--- src/rtl/sdc_cmd_pkg.sv ---
package sdc_cmd_pkg;

    localparam int SDC_IDX_W   = 6;
    localparam int SDC_ARG_W   = 32;
    localparam int SDC_CRC_W   = 7;
    localparam int SDC_FRAME_W = 48;
    localparam int SDC_LONG_W  = 136;
    localparam int SDC_HDR_W   = 2 + SDC_IDX_W + SDC_ARG_W;
    localparam logic [SDC_CRC_W-1:0] SDC_POLY = 7'h09;

    typedef enum logic [2:0] {
        ST_IDLE,
        ST_PEND,
        ST_SEND,
        ST_WAIT,
        ST_RECV
    } sdc_state_e;

    // one serial CRC7 step, MSB-first
    function automatic logic [SDC_CRC_W-1:0] crc7_step(input logic [SDC_CRC_W-1:0] c,
                                                        input logic b);
        logic fb;
        fb = c[SDC_CRC_W-1] ^ b;
        return {c[SDC_CRC_W-2:0], 1'b0} ^ (fb ? SDC_POLY : '0);
    endfunction

    // CRC7 over the frame header (start, direction, index, argument)
    function automatic logic [SDC_CRC_W-1:0] crc7_header(input logic [SDC_HDR_W-1:0] d);
        logic [SDC_CRC_W-1:0] c;
        c = '0;
        for (int i = SDC_HDR_W - 1; i >= 0; i--) begin
            c = crc7_step(c, d[i]);
        end
        return c;
    endfunction

endpackage

--- src/rtl/sdc_crc7_acc.sv ---
module sdc_crc7_acc
    import sdc_cmd_pkg::*;
(
    input  logic                 clk,
    input  logic                 rst_n,
    input  logic                 clr,
    input  logic                 en,
    input  logic                 bit_i,
    output logic [SDC_CRC_W-1:0] crc_o
);

    logic [SDC_CRC_W-1:0] crc_q;

    always_ff @(posedge clk) begin
        if (!rst_n) begin
            crc_q <= '0;
        end else if (clr) begin
            crc_q <= '0;
        end else if (en) begin
            crc_q <= crc7_step(crc_q, bit_i);
        end
    end

    assign crc_o = crc_q;

endmodule

--- src/rtl/sdc_shift_in.sv ---
module sdc_shift_in #(
    parameter int W = 136
) (
    input  logic         clk,
    input  logic         rst_n,
    input  logic         clr,
    input  logic         en,
    input  logic         bit_i,
    output logic [W-1:0] data_o
);

    logic [W-1:0] sh_q;

    always_ff @(posedge clk) begin
        if (!rst_n) begin
            sh_q <= '0;
        end else if (clr) begin
            sh_q <= '0;
        end else if (en) begin
            sh_q <= {sh_q[W-2:0], bit_i};
        end
    end

    assign data_o = sh_q;

endmodule

--- src/rtl/sdc_tick_timer.sv ---
module sdc_tick_timer #(
    parameter int GAP_TICKS = 8,
    parameter int TO_TICKS  = 64
) (
    input  logic clk,
    input  logic rst_n,
    input  logic tick,
    input  logic gap_clr,
    input  logic gap_run,
    output logic gap_done,
    input  logic to_clr,
    input  logic to_run,
    output logic to_last
);

    localparam int GAP_W = $clog2(GAP_TICKS + 1);
    localparam int TO_W  = $clog2(TO_TICKS);

    logic [GAP_W-1:0] gap_q;
    logic [TO_W-1:0]  to_q;

    // quiet-gap counter, saturating; starts satisfied out of reset
    always_ff @(posedge clk) begin
        if (!rst_n) begin
            gap_q <= GAP_W'(GAP_TICKS);
        end else if (gap_clr) begin
            gap_q <= '0;
        end else if (gap_run && tick && (gap_q != GAP_W'(GAP_TICKS))) begin
            gap_q <= gap_q + 1'b1;
        end
    end

    // response window counter
    always_ff @(posedge clk) begin
        if (!rst_n) begin
            to_q <= '0;
        end else if (to_clr) begin
            to_q <= '0;
        end else if (to_run && tick) begin
            to_q <= to_q + 1'b1;
        end
    end

    assign gap_done = (gap_q == GAP_W'(GAP_TICKS));
    assign to_last  = (to_q == TO_W'(TO_TICKS - 1));

endmodule

--- src/rtl/cmd_path_ctrl.sv ---
module cmd_path_ctrl
    import sdc_cmd_pkg::*;
#(
    parameter int GAP_TICKS = 8,
    parameter int TO_TICKS  = 64
) (
    input  logic                  clk,
    input  logic                  rst_n,
    input  logic                  clk_en,
    input  logic                  req_valid,
    input  logic [SDC_IDX_W-1:0]  req_index,
    input  logic [SDC_ARG_W-1:0]  req_arg,
    input  logic                  req_resp,
    input  logic                  req_long,
    input  logic                  req_intr,
    input  logic                  req_pend,
    input  logic                  pend_i,
    input  logic                  irq_i,
    input  logic                  cmd_i,
    output logic                  cmd_o,
    output logic                  cmd_oe,
    output logic                  busy,
    output logic                  sent,
    output logic                  resp_ok,
    output logic                  crc_fail,
    output logic                  timeout,
    output logic                  intr_seen,
    output logic [SDC_LONG_W-1:0] resp_o
);

    localparam int CNT_W     = $clog2(SDC_LONG_W + 1);
    localparam int LONG_SKIP = SDC_LONG_W - 128;  // start, direction, reserved
    localparam logic [CNT_W-1:0] TX_LAST   = CNT_W'(SDC_FRAME_W - 1);
    localparam logic [CNT_W-1:0] SH_LAST   = CNT_W'(SDC_FRAME_W - 1);
    localparam logic [CNT_W-1:0] LG_LAST   = CNT_W'(SDC_LONG_W - 1);
    localparam logic [CNT_W-1:0] SH_CRC_HI = CNT_W'(SDC_FRAME_W - 2);
    localparam logic [CNT_W-1:0] LG_CRC_LO = CNT_W'(LONG_SKIP);
    localparam logic [CNT_W-1:0] LG_CRC_HI = CNT_W'(SDC_LONG_W - 2);

    sdc_state_e state_q, state_d;

    logic                   tick;
    logic                   accept;
    logic                   have_req;
    logic [SDC_FRAME_W-1:0] frame_q;
    logic                   resp_q, long_q, intr_q, pend_q, pend_seen;
    logic [CNT_W-1:0]       bcnt_q;
    logic [CNT_W-1:0]       rx_last;
    logic                   gap_done, to_last;
    logic                   gap_clr, to_clr, to_run;
    logic                   crc_clr, crc_en;
    logic                   sh_en;
    logic [SDC_CRC_W-1:0]   rx_crc;
    logic [SDC_CRC_W-1:0]   hdr_crc;

    assign tick    = clk_en;
    assign busy    = (state_q != ST_IDLE) || have_req;
    assign accept  = req_valid && !busy;
    assign rx_last = long_q ? LG_LAST : SH_LAST;
    assign hdr_crc = crc7_header({2'b01, req_index, req_arg});

    // ---------------- state register ----------------
    always_ff @(posedge clk) begin
        if (!rst_n) begin
            state_q <= ST_IDLE;
        end else begin
            state_q <= state_d;
        end
    end

    // ---------------- next state ----------------
    always_comb begin
        state_d = state_q;
        unique case (state_q)
            ST_IDLE: begin
                if (tick && have_req && gap_done) begin
                    state_d = pend_q ? ST_PEND : ST_SEND;
                end
            end
            ST_PEND: begin
                if (tick && (pend_seen || pend_i)) begin
                    state_d = ST_SEND;
                end
            end
            ST_SEND: begin
                if (tick && (bcnt_q == TX_LAST)) begin
                    state_d = resp_q ? ST_WAIT : ST_IDLE;
                end
            end
            ST_WAIT: begin
                if (tick) begin
                    if (intr_q) begin
                        if (irq_i) begin
                            state_d = ST_IDLE;
                        end
                    end else if (!cmd_i) begin
                        state_d = ST_RECV;
                    end else if (to_last) begin
                        state_d = ST_IDLE;
                    end
                end
            end
            ST_RECV: begin
                if (tick && (bcnt_q == rx_last)) begin
                    state_d = ST_IDLE;
                end
            end
            default: state_d = ST_IDLE;
        endcase
    end

    // ---------------- line outputs ----------------
    always_comb begin
        cmd_oe = 1'b0;
        cmd_o  = 1'b1;
        unique case (state_q)
            ST_SEND: begin
                cmd_oe = 1'b1;
                cmd_o  = frame_q[SDC_FRAME_W-1];
            end
            ST_IDLE, ST_PEND, ST_WAIT, ST_RECV: begin
                cmd_oe = 1'b0;
                cmd_o  = 1'b1;
            end
            default: begin
                cmd_oe = 1'b0;
                cmd_o  = 1'b1;
            end
        endcase
    end

    // ---------------- request capture and frame shifter ----------------
    always_ff @(posedge clk) begin
        if (!rst_n) begin
            have_req  <= 1'b0;
            frame_q   <= '0;
            resp_q    <= 1'b0;
            long_q    <= 1'b0;
            intr_q    <= 1'b0;
            pend_q    <= 1'b0;
            pend_seen <= 1'b0;
        end else begin
            if (accept) begin
                have_req  <= 1'b1;
                frame_q   <= {2'b01, req_index, req_arg, hdr_crc, 1'b1};
                resp_q    <= req_resp;
                long_q    <= req_long;
                intr_q    <= req_intr;
                pend_q    <= req_pend;
                pend_seen <= 1'b0;
            end else begin
                if ((state_q == ST_IDLE) && (state_d != ST_IDLE)) begin
                    have_req <= 1'b0;
                end
                if ((state_q == ST_PEND) && pend_i) begin
                    pend_seen <= 1'b1;
                end
                if ((state_q == ST_SEND) && tick) begin
                    frame_q <= {frame_q[SDC_FRAME_W-2:0], 1'b0};
                end
            end
        end
    end

    // ---------------- bit counter ----------------
    always_ff @(posedge clk) begin
        if (!rst_n) begin
            bcnt_q <= '0;
        end else if (tick) begin
            if (state_d != state_q) begin
                bcnt_q <= (state_d == ST_RECV) ? CNT_W'(1) : '0;
            end else if ((state_q == ST_SEND) || (state_q == ST_RECV)) begin
                bcnt_q <= bcnt_q + 1'b1;
            end
        end
    end

    // ---------------- status flags ----------------
    always_ff @(posedge clk) begin
        if (!rst_n) begin
            sent      <= 1'b0;
            resp_ok   <= 1'b0;
            crc_fail  <= 1'b0;
            timeout   <= 1'b0;
            intr_seen <= 1'b0;
        end else if (accept) begin
            sent      <= 1'b0;
            resp_ok   <= 1'b0;
            crc_fail  <= 1'b0;
            timeout   <= 1'b0;
            intr_seen <= 1'b0;
        end else begin
            if ((state_q == ST_SEND) && (state_d != ST_SEND)) begin
                sent <= 1'b1;
            end
            if ((state_q == ST_WAIT) && (state_d == ST_IDLE)) begin
                if (intr_q) begin
                    intr_seen <= 1'b1;
                end else begin
                    timeout <= 1'b1;
                end
            end
            if ((state_q == ST_RECV) && (state_d == ST_IDLE)) begin
                resp_ok  <= (rx_crc == '0);
                crc_fail <= (rx_crc != '0);
            end
        end
    end

    // ---------------- receive datapath ----------------
    assign crc_clr = (state_q == ST_WAIT);
    assign crc_en  = (state_q == ST_RECV) && tick &&
                     (long_q ? ((bcnt_q >= LG_CRC_LO) && (bcnt_q <= LG_CRC_HI))
                             : (bcnt_q <= SH_CRC_HI));
    assign sh_en   = tick && (((state_q == ST_WAIT) && !intr_q && !cmd_i) ||
                              (state_q == ST_RECV));

    sdc_crc7_acc u_crc (
        .clk   (clk),
        .rst_n (rst_n),
        .clr   (crc_clr),
        .en    (crc_en),
        .bit_i (cmd_i),
        .crc_o (rx_crc)
    );

    sdc_shift_in #(.W(SDC_LONG_W)) u_resp (
        .clk    (clk),
        .rst_n  (rst_n),
        .clr    (accept),
        .en     (sh_en),
        .bit_i  (cmd_i),
        .data_o (resp_o)
    );

    // ---------------- timers ----------------
    assign gap_clr = (state_q == ST_SEND) || (state_q == ST_WAIT) || (state_q == ST_RECV);
    assign to_clr  = (state_q != ST_WAIT);
    assign to_run  = (state_q == ST_WAIT) && !intr_q;

    sdc_tick_timer #(
        .GAP_TICKS (GAP_TICKS),
        .TO_TICKS  (TO_TICKS)
    ) u_timer (
        .clk      (clk),
        .rst_n    (rst_n),
        .tick     (tick),
        .gap_clr  (gap_clr),
        .gap_run  (state_q == ST_IDLE),
        .gap_done (gap_done),
        .to_clr   (to_clr),
        .to_run   (to_run),
        .to_last  (to_last)
    );

endmodule

--- config.mk ---
export PLATFORM = sky130hd
export DESIGN_NAME = cmd_path_ctrl
export DESIGN_NICKNAME = d
export VERILOG_FILES = /design/src/rtl/sdc_cmd_pkg.sv /design/src/rtl/sdc_crc7_acc.sv /design/src/rtl/sdc_shift_in.sv /design/src/rtl/sdc_tick_timer.sv /design/src/rtl/cmd_path_ctrl.sv
export SDC_FILE = /design/constraint.sdc
export NUM_CORES = 1
export LEC_CHECK = 0
export CAP_MARGIN = 20
export CORE_MARGIN = 2
export CORE_UTILIZATION = 47
export DETAILED_ROUTE_END_ITERATION = 16
export PLACE_DENSITY = 0.78
export SLEW_MARGIN = 20
export SYNTH_ARGS = -nofsm -noshare
export SYNTH_HDL_FRONTEND = slang
export SYNTH_SLANG_ARGS = --single-unit
--- constraint.sdc ---
create_clock -name clk -period 2.5 [get_ports clk]
set_input_delay 0.375 -clock clk [delete_from_list [all_inputs] [get_ports clk]]
set_output_delay 0.375 -clock clk [all_outputs]
set_load 0.02 [all_outputs]
==> impl_metrics.py <==
metrics = {
    "finish": {
        "stdcell_count": 1671,
        "area_delta_synth_final_pct": 38.27,
        "final_common_cell": "nand2_1",
        "diodes": 0,
        "final_cell_mix": "nand2_1 (387), dfxtp_1 (222), clkdlybuf4s50_1 (184)",
        "drive_gt1_share_pct": 11.06,
        "fin_nets": 1437,
    },
    "worst_hold_path": {
        "hold_class": "in2reg",
        "min_path_cells": 3,
        "min_to": "frame_q[35]",
        "hp-start": "req_arg[27]",
    },
    "floorplanning": {
        "die_y_um": 146.4,
        "fp.dieW_um": 146.4,
        "initial_core_util_pct": 47.55,
        "boundaryPins": 193,
        "rows": 52,
        "die_area_mm2": 0.02143,
        "core_mm2": 0.02004,
    },
    "cts": {
        "clk-insertion-delay-late_ns": 0.51,
        "ctsLongestPathBuffers": 3,
        "cts_buffers": 24,
        "cts-root-buf": "clkbuf_16",
        "cts_tree": "built",
        "cts_htree_levels": 1,
        "clkTransAtPathRegs_ns": 0.06,
        "hold_buffers": 0,
        "cts_num_sinks": 223,
    },
    "route": {
        "firstDrtPassIters": 7,
        "route.vias.total": 8757,
        "drt_iter0_drc": 417,
        "vias_per_cell": 5.241,
        "wl_per_cell_um": 14.76,
        "wirelength_um": 24670,
        "drc": 0,
        "drtAntennaViolNets": 0,
    },
    "setup_path": {
        "r2r-start": "u_timer.to_q[0]",
        "reg2reg_slack_ns": 0.27,
        "worst_r2r_path_depth": 8,
        "endpoint_kind": "flip-flop",
        "start_kind": "primary input",
        "crit_fanout": 3,
        "cp_data_arrival_time_ns": 2.88,
        "r2r-end": "bcnt_q[7]",
        "cp.required_ns": 2.90,
        "critical_path_class": "in2reg",
    },
    "synth": {
        "yosysSeqAreaShare_pct": 46.85,
        "synth_ff_type": "dfxtp_1",
        "synth_mux_area_share_pct": 0.8403,
        "async_reset_ff_share_pct": 0,
        "ys_types": 52,
        "synthAdderAreaFrac_pct": 0.6565,
        "yosys_warnings": 0,
        "synthCells": 1169,
        "synth_edf_count": 0,
        "yosys.area_share.simple_pct": 22.58,
        "syn-num-nets": 1223,
        "synth_top_family_by_area": "simple AND/OR/NAND/NOR gates",
        "syn_area_mm2": 0.009529,
        "ys_seq_elements": 223,
        "synth-compound-area-share_pct": 14.88,
        "avgSynthCellArea_um2": 8.152,
        "synth-xor-area-share_pct": 10.58,
    },
    "sta": {
        "worst_hold_slack_ns": 0.2767,
        "relSlewSlack_pct": 59.71,
        "finClkSkew_ns": 0.01311,
        "finalCritPeriodShare_pct": 99.32,
        "tightest_slew_ns": 0.6044,
        "drv_slew": 0,
        "fmax_mhz": 402.7,
        "post-route-min-period_ns": 2.483,
        "hold_viol": 0,
        "final.setup.worst_slack_ns": 0.01690,
        "setup_viol": 0,
    },
    "placed_design": {
        "hpwl_um": 17400,
        "gp_congestion": 0.9211,
        "io_buffers": 192,
        "dpl.cell_count": 1623,
        "pre_cts_slack_ns": -0.5562,
    },
    "global_route": {
        "grt_max_degree": 48,
        "grt_pass1_vias": 8147,
        "antenna_found_initial": 0,
        "grt_usage_pct": 21.92,
        "grt_overflow": 0,
        "grt_pass1_wl_um": 39590,
    },
    "pwr": {
        "pwr-share-seq_pct": 39.6,
        "comb_power_share_pct": 20.7,
        "internal_power_uw": 7076,
        "leakagePower_uw": 0.004714,
        "switching_share_pct": 25.53,
        "power.density_mw_per_mm2": 721.1,
        "p_switching_uw": 2425,
        "p_total_uw": 9501,
        "irDropWorstVdd_mv": 0.6734,
        "p_clk_share_pct": 39.7,
    },
    "outcome": {
        "status": "complete, no violations",
    },
    "run": {
        "maxCapViolCount": 0,
    },
}
critical path, cell delays in order:
cell and delay, ns:
clkdlybuf4s50_1 0.51, xnor3_2 0.28, buf_4 0.17, xnor2_4 0.17, buf_4 0.14, xnor3_2 0.41, xnor2_1 0.17, xnor2_1 0.29
nor3b_1 0.10, a211o_1 0.28
layer usage:
metal / share of wire (%) / vias up / GRT usage (%)
met3: 4.9 / 40 / 2.719
met1: 44 / 4139 / 29.00
met4: 2.1 / 0 / 6.117
met5: 0 / - / 0
li1: - / 4347 / -
met2: 49 / 231 / 37.95
Yosys cell counts, types with 2 or more instances:
| cell type | n | share of area, % |
|---|---|---|
| xnor3_2 | 7 | 1.7 |
| o21ai_0 | 10 | 0.53 |
| a211oi_1 | 3 | 0.24 |
| nor4bb_1 | 2 | 0.21 |
| or3_1 | 4 | 0.26 |
| a31o_2 | 2 | 0.18 |
| o2111ai_1 | 2 | 0.18 |
| nor2b_1 | 2 | 0.13 |
| o31a_1 | 2 | 0.18 |
| nand2b_1 | 2 | 0.13 |
| a221oi_2 | 2 | 0.32 |
| buf_2 | 2 | 0.11 |
| nand2_1 | 390 | 15 |
| buf_1 | 14 | 0.55 |
| xnor2_2 | 5 | 0.85 |
| dfxtp_1 | 223 | 47 |
| and3_1 | 5 | 0.33 |
| a311oi_1 | 39 | 3.6 |
| and2_1 | 5 | 0.33 |
| a31oi_1 | 7 | 0.46 |
| xnor3_1 | 9 | 2.1 |
| nor2_1 | 77 | 3.0 |
| mux2i_1 | 8 | 0.84 |
| ha_1 | 5 | 0.66 |
| nand3_1 | 15 | 0.79 |
| nor3_1 | 6 | 0.32 |
| xnor2_1 | 32 | 2.9 |
| a21oi_1 | 158 | 8.3 |
| nand4_1 | 10 | 0.66 |
| clkbuf_1 | 64 | 2.5 |
| nor4_1 | 4 | 0.26 |
| xor3_1 | 4 | 1.0 |
| inv_1 | 11 | 0.43 |
| and3b_1 | 2 | 0.18 |
| xor2_1 | 19 | 1.7 |
worst max-delay path by stage:
stage | from | to | cells after the start
3_3_place_gp | req_index[5] | frame_q[4] | 8
3_5_place_dp | req_index[5] | frame_q[4] | 9
2_1_floorplan | req_index[5] | frame_q[5] | 7
6_report | req_index[5] | frame_q[6] | 10
4_1_cts | req_index[5] | frame_q[4] | 9
5_1_grt | req_index[5] | frame_q[6] | 10
state kept, by name, summed over array words and instances, names as in the netlist, 3 cells and up:
signal / cells
u_crc.crc_o: 7
u_timer.gap_q: 4
bcnt_q: 8
state_q: 3
u_resp.data_o: 136
frame_q: 48
u_timer.to_q: 6
stage by stage:
step / instance area (um2) / util, % / TNS (ns)
after floorplan: 9529 / - / 0
after global placement: 12190 / 60.81 / -3.311
after detailed placement: 12190 / 60.81 / -3.748
after CTS: 13060 / 65.16 / 0
after global routing: 13180 / 65.75 / -0.1139
final: 13180 / 65.75 / 0
kinds of logic (layout without fill, tap and decap cells):
| logic type | count (synthesis) | after routing |
|---|---|---|
| AOI/OAI and AO/OA | 235 | 235 |
| xor gates and xnor gates | 77 | 77 |
| adders and majority gates | 5 | 5 |
| buffers and inverters | 91 | 323 |
| DFF | 223 | 223 |
| muxes | 8 | 8 |
| and+or+nand+nor | 530 | 530 |
power groups by stage:
stage	clock [uW]	combinational (uW)	sequential (uW)
after CTS	3840	1870	3760
after global routing	3990	2130	3780
after detailed placement	0	1840	3830
final	3770	1960	3760
after floorplan	0	1320	3810
after global placement	0	1790	3830
final cells by class:
class | count | area, um2
fill | 1667 | 6863
multi-input combinational | 855 | 4821
sequential | 223 | 4466
timing repair buffer | 268 | 2658
clock buffer | 32 | 681.9
tap | 270 | 337.8
clock inverter | 12 | 171.4
inverter | 11 | 41.29
timing repair:
| action | 4_1_cts | 5_1_grt |
|---|---|---|
| cloned | 0 | 0 |
| pin swaps | 1 | 15 |
| gates resized for setup | 4 | 21 |
| buffers inserted | 0 | 4 |
| setup endpoints to repair | 5 | 9 |
No activity file was read; power rests on OpenSTA's default activity.
